`src/rtl/bkpt_pkg.sv`:
```
package bkpt_pkg;

    localparam int REG_AW   = 5;
    localparam int CFG_W    = 5;
    localparam int SUPP_BIT = 8;

    typedef enum logic [1:0] {
        ACC_FETCH = 2'd0,
        ACC_READ  = 2'd1,
        ACC_WRITE = 2'd2,
        ACC_NONE  = 2'd3
    } acc_kind_e;

    typedef struct packed {
        logic sys_en;
        logic usr_en;
        logic wr_en;
        logic rd_en;
        logic fx_en;
    } chan_cfg_t;

    localparam logic [1:0] GRP_MATCH = 2'd0;
    localparam logic [1:0] GRP_MASK  = 2'd1;
    localparam logic [1:0] GRP_CFG   = 2'd2;
    localparam logic [1:0] GRP_CTL   = 2'd3;

    localparam logic [2:0] CTL_IDX_CTRL   = 3'd0;
    localparam logic [2:0] CTL_IDX_STATUS = 3'd1;

endpackage

```
`src/rtl/bkpt_chan_match.sv`:
```
module bkpt_chan_match
    import bkpt_pkg::*;
#(
    parameter int AW = 24
) (
    input  logic [AW-1:0] match_addr,
    input  logic [AW-1:0] mask_bits,
    input  chan_cfg_t     cfg,
    input  logic          bus_valid,
    input  logic [AW-1:0] bus_addr,
    input  acc_kind_e     kind,
    input  logic          sys_mode,
    output logic          fetch_hit,
    output logic          data_hit
);

    logic addr_eq;
    logic mode_ok;
    logic qual;

    always_comb begin
        addr_eq   = ((bus_addr ^ match_addr) & ~mask_bits) == '0;
        mode_ok   = sys_mode ? cfg.sys_en : cfg.usr_en;
        qual      = bus_valid & addr_eq & mode_ok;
        fetch_hit = qual & (kind == ACC_FETCH) & cfg.fx_en;
        data_hit  = qual & (((kind == ACC_READ) & cfg.rd_en) |
                            ((kind == ACC_WRITE) & cfg.wr_en));
    end

endmodule

```
`src/rtl/bkpt_exec_track.sv`:
```
module bkpt_exec_track #(
    parameter int NCH = 7
) (
    input  logic           clk,
    input  logic           rst_n,
    input  logic [NCH-1:0] fetch_hit,
    input  logic           instr_end,
    input  logic           instr_short,
    output logic [NCH-1:0] exec_fire
);

    typedef struct packed {
        logic [NCH-1:0] acc;
        logic [NCH-1:0] defer;
    } trk_t;

    trk_t t_d, t_q;
    logic [NCH-1:0] acc_now;

    always_comb begin
        t_d       = t_q;
        acc_now   = t_q.acc | fetch_hit;
        exec_fire = '0;
        if (instr_end) begin
            exec_fire = t_q.defer | (instr_short ? '0 : acc_now);
            t_d.acc   = '0;
            t_d.defer = instr_short ? acc_now : '0;
        end else begin
            t_d.acc   = acc_now;
        end
    end

    always_ff @(posedge clk or negedge rst_n) begin
        if (!rst_n) t_q <= '0;
        else        t_q <= t_d;
    end

endmodule

```
`src/rtl/bkpt_unit.sv`:
```
module bkpt_unit
    import bkpt_pkg::*;
#(
    parameter int NCH = 7,
    parameter int AW  = 24
) (
    input  logic              clk,
    input  logic              rst_n,
    input  logic              bus_valid,
    input  logic [AW-1:0]     bus_addr,
    input  logic [1:0]        bus_kind,
    input  logic              bus_sys,
    input  logic              instr_end,
    input  logic              instr_short,
    input  logic              dma_active,
    input  logic [1:0]        cpu_prio,
    input  logic [REG_AW-1:0] reg_addr,
    input  logic              reg_we,
    input  logic [AW-1:0]     reg_wdata,
    output logic [AW-1:0]     reg_rdata,
    output logic              irq_pend,
    output logic              irq_req,
    output logic              trap_suppress
);

    localparam logic [1:0] PRIO_BKPT = 2'd3;

    typedef struct packed {
        logic [NCH-1:0][AW-1:0] match;
        logic [NCH-1:0][AW-1:0] mask;
        chan_cfg_t [NCH-1:0]    cfg;
        logic [NCH-1:0]         pend;
        logic                   supp;
    } regs_t;

    regs_t s_d, s_q;

    acc_kind_e      kind;
    logic [NCH-1:0] fetch_hit;
    logic [NCH-1:0] data_hit;
    logic [NCH-1:0] exec_fire;
    logic [NCH-1:0] clr_bits;
    logic [NCH-1:0] frc_bits;
    logic [1:0]     grp;
    logic [2:0]     idx;
    logic           idx_ok;

    assign kind   = acc_kind_e'(bus_kind);
    assign grp    = reg_addr[4:3];
    assign idx    = reg_addr[2:0];
    assign idx_ok = int'(idx) < NCH;

    for (genvar c = 0; c < NCH; c++) begin : g_chan
        bkpt_chan_match #(.AW(AW)) u_match (
            .match_addr (s_q.match[c]),
            .mask_bits  (s_q.mask[c]),
            .cfg        (s_q.cfg[c]),
            .bus_valid  (bus_valid),
            .bus_addr   (bus_addr),
            .kind       (kind),
            .sys_mode   (bus_sys),
            .fetch_hit  (fetch_hit[c]),
            .data_hit   (data_hit[c])
        );
    end

    bkpt_exec_track #(.NCH(NCH)) u_track (
        .clk         (clk),
        .rst_n       (rst_n),
        .fetch_hit   (fetch_hit),
        .instr_end   (instr_end),
        .instr_short (instr_short),
        .exec_fire   (exec_fire)
    );

    always_comb begin
        s_d      = s_q;
        clr_bits = '0;
        frc_bits = '0;
        if (reg_we) begin
            unique case (grp)
                GRP_MATCH: if (idx_ok) s_d.match[idx] = reg_wdata;
                GRP_MASK:  if (idx_ok) s_d.mask[idx]  = reg_wdata;
                GRP_CFG:   if (idx_ok) s_d.cfg[idx]   = chan_cfg_t'(reg_wdata[CFG_W-1:0]);
                default: begin
                    if (idx == CTL_IDX_CTRL) begin
                        s_d.supp = reg_wdata[SUPP_BIT];
                        frc_bits = reg_wdata[NCH-1:0];
                    end else if (idx == CTL_IDX_STATUS) begin
                        clr_bits = reg_wdata[NCH-1:0];
                    end
                end
            endcase
        end
        s_d.pend = (s_q.pend & ~clr_bits) | frc_bits | data_hit | exec_fire;
    end

    always_ff @(posedge clk or negedge rst_n) begin
        if (!rst_n) s_q <= '0;
        else        s_q <= s_d;
    end

    always_comb begin
        reg_rdata = '0;
        unique case (grp)
            GRP_MATCH: if (idx_ok) reg_rdata = s_q.match[idx];
            GRP_MASK:  if (idx_ok) reg_rdata = s_q.mask[idx];
            GRP_CFG:   if (idx_ok) reg_rdata[CFG_W-1:0] = s_q.cfg[idx];
            default: begin
                if (idx == CTL_IDX_CTRL)        reg_rdata[SUPP_BIT] = s_q.supp;
                else if (idx == CTL_IDX_STATUS) reg_rdata[NCH-1:0]  = s_q.pend;
            end
        endcase
    end

    assign irq_pend      = |s_q.pend;
    assign irq_req       = irq_pend & ~dma_active & (cpu_prio != PRIO_BKPT);
    assign trap_suppress = s_q.supp;

endmodule

```
`config.mk`:
```
export PLATFORM = sky130hd
export DESIGN_NAME = bkpt_unit
export DESIGN_NICKNAME = d
export VERILOG_FILES = /design/src/rtl/bkpt_pkg.sv /design/src/rtl/bkpt_chan_match.sv /design/src/rtl/bkpt_exec_track.sv /design/src/rtl/bkpt_unit.sv
export SDC_FILE = /design/constraint.sdc
export NUM_CORES = 1
export LEC_CHECK = 0
export CORE_MARGIN = 1
export CORE_UTILIZATION = 50
export DETAILED_ROUTE_END_ITERATION = 6
export DONT_BUFFER_PORTS = 1
export HOLD_SLACK_MARGIN = 0.06
export PLACE_DENSITY = 0.63
export SLEW_MARGIN = 20
export SYNTH_ARGS = -nofsm -noshare
export SYNTH_HDL_FRONTEND = slang
export SYNTH_HIERARCHICAL = 1
export SYNTH_SLANG_ARGS = --single-unit
```
`constraint.sdc`:
```
create_clock -name clk -period 2.34 [get_ports clk]
set_input_delay 0.117 -clock clk [delete_from_list [all_inputs] [get_ports clk]]
set_output_delay 0.117 -clock clk [all_outputs]
set_load 0.01 [all_outputs]
```
==> flow_summary.ini, run 1 <==
[synth]
netlist_area_um2 = 21000
yosys.area.top_type_share_pct = 46.8
synth_top_family_by_area = multiplexers
synthAdderAreaFrac_pct = 0
synth_compound_area_share_pct = 9.37
avgSynthCellArea_um2 = 12.2
synth_top_cell_by_area = dfrtp_1
synthMuxAreaShare_pct = 26.8
synth-main-ff-cell = dfrtp_1
synth_area_leaders = dfrtp_1, mux2_2, xnor2_1
synth_edf_count = 0
ys_warn_count = 6
synth-xor-area-share_pct = 7.01
synth-simple-area-share_pct = 6.79
ys_seq_area_share_pct = 46.8
syn_nets = 1782
ys_seq_elements = 393
synth-async-reset-ratio_pct = 100
netlist_instances = 1717
synth_cell_type_count = 60

[critical_path]
worstPathCellList = mux2_2, a221oi_1, a21oi_1, o21ai_1, o21ai_0, buf_4
r2r_slack_ps = 160
timing.critical_path.required_ps = 2220
cp.arrival_ps = 2190
end_kind = output pin
crit_type = reg2out
start_kind = flop
crit_fanout = 3
worst_path_largest_cell_delay_ps = 390
cp_slowest_cell = dfrtp_1

[run_status]
violations = design-rule violations, negative hold slack
status = complete, but fails checks

[timing]
fin_ws_ps = 35.1
rsz0062_at_grt = false
setup_viol = 0
fmax_ghz = 0.434
fin_crit_ps = 2300
maxSlewViolCount = 0
finalCritPeriodShare_pct = 98.5
tightest_slew_ps = 1490
maxSlewHeadroom_pct = 0.483
hold_violations = 393
tns_ps = 0
hold_slack_ps = -724
skew_ps = 19.5

[pwr]
power_leakage_nw = 10.0
peakVddDrop_v = 0.000623
p_per_area_nw_per_um2 = 871

[finish]
nets = 1811
final_area_um2 = 23600
syn2layout_area_growth_pct = 12.2
drive_gt1_share_pct = 28.3
most-common-layout-cells = dfrtp_1, mux2_2, xnor2_1, mux2_1, o22ai_1
layout_commonest_cell = dfrtp_1

[run]
maxCapViolCount = 0

[global_route]
grt_remaining_overflow = 0
grt_pass1_wl_um = 100000
grt_max_degree = 394
grt_pass1_vias = 14700
antenna_found_initial = 5
grt_usage_pct = 32.5

[worst_hold_path]
hold_path_class = in2async

[floorplan]
dieWidth_um = 207
die_y_um = 207
die_area_um2 = 42800
rows = 74
boundaryPins = 92
core_um2 = 41100
start_util_pct = 51.1

[cts]
cts_tree = built
clockRootBuffer = clkbuf_16
clkLatencyLatePin_ps = 580
ctsHoldBuffers = 33
cts_buffer_depth = 3
cts_inserted_buffers = 44
cts.clk_slew.worst_paths_ps = 60
cts_setup_buffers = 0
cts.sinks = 393
h-tree-depth = 2

[detailed_routing]
wirelength_um = 68400
wl_per_cell_um = 29.6
drt_iter0_markers = 1575
vias = 15000
drc = 10
drtPass1Iterations = 7
via_per_inst = 6.48
ant_nets = 0

[place]
pre_cts_ws_ps = 188
globalplace.congestion = 0.992
place_hpwl_um = 44500
place_area_um2 = 21700
port_buffers = 0
==> final timing paths <==
| path | depth (start not counted) | end | from |
|---|---|---|---|
| min in group clk | 6 | u_track/t_q[8]$_DFF_PN0_ | bus_kind[0] |
| setup / recovery | 6 | reg_rdata[18] | s_q[181]$_DFFE_PN0P_ |
| hold / removal | 0 | s_q[187]$_DFFE_PN0P_ | rst_n |
| setup reg to reg | 7 | s_q[5]$_DFF_PN0_ | s_q[320]$_DFFE_PN0P_ |
| hold reg to reg | 2 | u_track/t_q[10]$_DFF_PN0_ | u_track/t_q[10]$_DFF_PN0_ |
| max in group asynchronous | 0 | s_q[359]$_DFFE_PN0P_ | rst_n |
==> per-layer routing <==
layer / share of wire, % / vias up / wire (um) / global-route usage (%)
met5: 0.034 / - / 23 / 0
met3: 7.9 / 158 / 5400 / 7.00
met2: 46 / 635 / 31200 / 50.0
met4: 3.9 / 4 / 2670 / 13.0
met1: 43 / 7783 / 29100 / 44.8
li1: - / 6410 / - / -
==> sequential cells by signal (all words and copies together), names as in the netlist <==
name / cells
s_q: 378
u_track/t_q: 14
trap_suppress: 1
==> cell usage after synthesis (4+ instances only) <==
cell	count
nand2_1	77
a22oi_1	29
nand3_2	6
nor2_1	73
buf_1	6
buf_2	39
buf_6	9
or3_1	7
nor2b_1	8
clkbuf_1	50
xnor2_1	168
o21ai_0	43
and3_1	6
mux2i_1	47
nor4_1	15
dfrtp_1	393
mux2_2	303
or4b_2	7
nand3b_1	7
inv_1	8
mux4_2	24
nand2b_1	4
a2111o_1	7
nand3_1	10
o211ai_1	46
or4_1	21
a221o_1	7
o22ai_1	86
a21boi_0	7
a221oi_1	16
buf_4	17
a21oi_1	15
mux2_1	107
==> area by class of cell <==
cell class / count / area (um^2)
Sequential cell: 393 / 9830
Timing Repair Buffer: 105 / 946
Clock inverter: 16 / 258
Multi-Input combinational cell: 1194 / 10500
Antenna cell: 2 / 5.00
Clock buffer: 63 / 1290
Inverter: 8 / 30.0
Fill cell: 3414 / 17600
Tap cell: 532 / 666
==> what timing repair did <==
action | CTS | global route
gates resized for setup | 2 | 4
pin swaps | 0 | 1
endpoints found under the setup margin | 2 | 3
cloned | 0 | 0
endpoints found under the hold margin | 786 | 393
==> logic make-up (layout without fill, tap and decap cells) <==
group	Yosys count	after routing
buf+inv	130	192
flops	393	393
mux	481	481
xor+xnor	168	168
compound gates	281	281
simple gates	264	264
other cells	0	2
==> through the flow <==
step                      total power, mW  cells  util, %
after floorplan                      11.8   1717        -
after global placement               12.8   2199     52.7
after detailed placement             12.9   2199     52.7
after CTS                            20.6   2311     57.3
after global routing                 21.3   2312     57.3
final                                20.5   2313     57.3
==> power breakdown <==
| group | internal (mW) | switching (mW) | total (mW) | leakage, nW |
|---|---|---|---|---|
| Clock | 4.60 | 2.87 | 7.48 | 0.766 |
| Sequential | 8.06 | 1.16 | 9.23 | 5.06 |
| Combinational | 2.17 | 1.64 | 3.81 | 4.22 |
==> worst max-delay path: cells and delay by family (launching register included) <==
| kind | cells | cell delay, ps |
|---|---|---|
| buffers and inverters | 1 | 170 |
| muxes | 1 | 300 |
| AOI/OAI and AO/OA | 4 | 750 |
| DFF | 1 | 390 |
No activity file was read; power rests on OpenSTA's default activity.
==> inputs of run 2 (changes only) <==
--- a/config.mk
+++ b/config.mk
@@ -5,7 +5,8 @@
 export SDC_FILE = /design/constraint.sdc
 export NUM_CORES = 1
 export LEC_CHECK = 0
-export CORE_MARGIN = 1
+export ABC_AREA = 1
+export CORE_MARGIN = 1.5
 export CORE_UTILIZATION = 50
 export DETAILED_ROUTE_END_ITERATION = 6
 export DONT_BUFFER_PORTS = 1
==> flow_summary.ini, run 2 <==
[synth]
synth-main-ff-cell = dfrtp_1
synth_area_leaders = dfrtp_1, nand2_1, inv_1
netlist_area_um2 = 23000
ys_seq_area_share_pct = 42.8
yosys.area.top_type_share_pct = 42.8
netlist_instances = 3473
synthTopCellsByCount = nand2_1, inv_1, dfrtp_1, o21ai_0, nor2_1
avgSynthCellArea_um2 = 6.62
ys_warn_count = 6
synth_cell_type_count = 32
synth_top_cell_by_area = dfrtp_1
yosysMostFrequentCell = nand2_1
synth_edf_count = 0
synth-async-reset-ratio_pct = 100
ys_seq_elements = 393
syn_nets = 3538

[detailed_routing]
wl_per_cell_um = 19.7
drt_iter0_markers = 2348
vias = 22200
drc = 0
wirelength_um = 80400
ant_nets = 0
drtPass1Iterations = 6
via_per_inst = 5.45

[critical_path]
timing.critical_path.required_ps = 2860
r2r-end = u_track/t_q[8]$_DFF_PN0_
r2r_slack_ps = 60
reg2reg_from = s_q[245]$_DFFE_PN0P_
end_kind = flop
cp.arrival_ps = 2800
worstRegToRegCells = 12
crit_fanout = 4
start_kind = flop
crit_type = reg2reg

[finish]
regArea_um2 = 9830
layout_commonest_cell = nand2_1
multiInputGateArea_um2 = 10400
largest_reg_flops = 378
regMostFlops = s_q
fillers = 4386
drive_gt1_share_pct = 4.26
most-common-layout-cells = nand2_1, inv_1, dfrtp_1, o21ai_0, nor2_1
syn2layout_area_growth_pct = 11.3
nets = 3505

[timing]
fmax_ghz = 0.440
skew_ps = 14.9
tightest_slew_ps = 879
hold_violations = 393
hold_slack_ps = -766
fin_crit_ps = 2280
maxSlewViolCount = 0
rsz0062_at_grt = false
tns_ps = 0
setup_viol = 0
maxSlewHeadroom_pct = 41.2
finalCritPeriodShare_pct = 97.2

[worst_hold_path]
hold_path_class = in2async

[global_route]
grt_pass1_vias = 21000
grt_max_degree = 394
antenna_found_initial = 4
grt_remaining_overflow = 0
grt_pass1_wl_um = 125000
grt_usage_pct = 34.7

[floorplan]
start_util_pct = 50.7
boundaryPins = 92
core_um2 = 45400
die_y_um = 217
dieWidth_um = 217
rows = 78
die_area_um2 = 47300

[pwr]
peakVddDrop_v = 0.000601
power_leakage_nw = 13.2
finalPower_mw = 22.3
power.internal_mw = 14.9
p_comb_share_pct = 22.7
clockPowerShare_pct = 34.2
pwr-share-seq_pct = 43.0
p_per_area_nw_per_um2 = 871
p_sw_mw = 7.40
sw_frac_of_total_pct = 33.2

[cts]
cts.sinks = 393
cts.clk_slew.worst_paths_ps = 60
ctsResizeCount = 0
clkLatencyLatePin_ps = 580
clockRootBuffer = clkbuf_16
cts_inserted_buffers = 46
ctsHoldBuffers = 37
cts_tree = built
h-tree-depth = 2
cts_buffer_depth = 3

[place]
port_buffers = 0
place_hpwl_um = 51200
globalplace.congestion = 0.912

[run_status]
status = complete, but fails checks
violations = negative hold slack

[run]
maxCapViolCount = 0
[run 2: worst max-delay path by stage]
stage	startpoint	end	cells after the start
6_report	s_q[245]$_DFFE_PN0P_	u_track/t_q[8]$_DFF_PN0_	12
5_1_grt	s_q[241]$_DFFE_PN0P_	u_track/t_q[8]$_DFF_PN0_	11
4_1_cts	reg_addr[3]	s_q[142]$_DFFE_PN0P_	9
3_5_place_dp	reg_addr[1]	s_q[31]$_DFFE_PN0P_	7
3_3_place_gp	reg_addr[1]	s_q[29]$_DFFE_PN0P_	7
2_1_floorplan	s_q[242]$_DFFE_PN0P_	s_q[2]$_DFF_PN0_	12
[run 2: cell type report]
cell class,count,share of cell area [%]
repair buffers,82,3.50
inverters,565,8.29
clock buffers,78,5.80
flip-flops and latches,393,38.4
clock inverters,7,0.430
multi-input cells,2352,40.6
diodes,2,0.0196
well taps,600,2.93
[run 2: worst max-delay path: stages, from the launching register on]
cell	delay, ps
dfrtp_1	420
inv_1	80
nand2_1	60
nand3_1	90
nand2_1	130
nor2_1	210
nand2_1	170
nor2_1	130
nand2_1	80
nor2_1	150
nor2_1	90
nor2_1	80
dlygate4sd3_1	560
[run 2: per-stage QoR]
step	cell area (um^2)	utilization [%]	worst slack (ps)	cells
6_report	25600	56.4	64.8	4079
2_1_floorplan	23000	-	879	3473
3_5_place_dp	23600	52.0	281	3951
3_3_place_gp	23600	52.0	233	3951
5_1_grt	25600	56.4	7.48	4079
4_1_cts	25600	56.3	147	4073
[run 2: cells by family (layout without fill, tap and decap cells)]
group                  count (synthesis)  count (layout)  share of synthesized area [%]
AO/OA/AOI/OAI                        649             649                           14.7
AND/OR/NAND/NOR                     1696            1696                           29.8
other                                  0               2                              0
XOR/XNOR                               7               7                          0.267
buffers and inverters                728             732                           12.5
flip-flops                           393             393                           42.8
[run 2: layer usage]
metal	share of wire [%]	GRT usage, %	up-vias
met2	46	55.1	938
met4	4.2	15.0	0
met5	0	0	-
met1	41	46.4	10400
met3	8.9	6.69	198
li1	-	-	10600
[run 2: what timing repair did]
action | in CTS | in global routing
endpoints found under the setup margin | 0 | 1
endpoints found under the hold margin | 732 | 393
setup buffers | 0 | 4
[run 2: power by group through the flow]
stage	clock network [mW]	logic (mW)	registers, mW
after floorplan	0	3.72	9.32
after global placement	0	4.76	9.60
after detailed placement	0	4.88	9.66
after CTS	7.71	5.04	9.55
after global routing	7.97	5.83	9.80
final	7.63	5.07	9.60
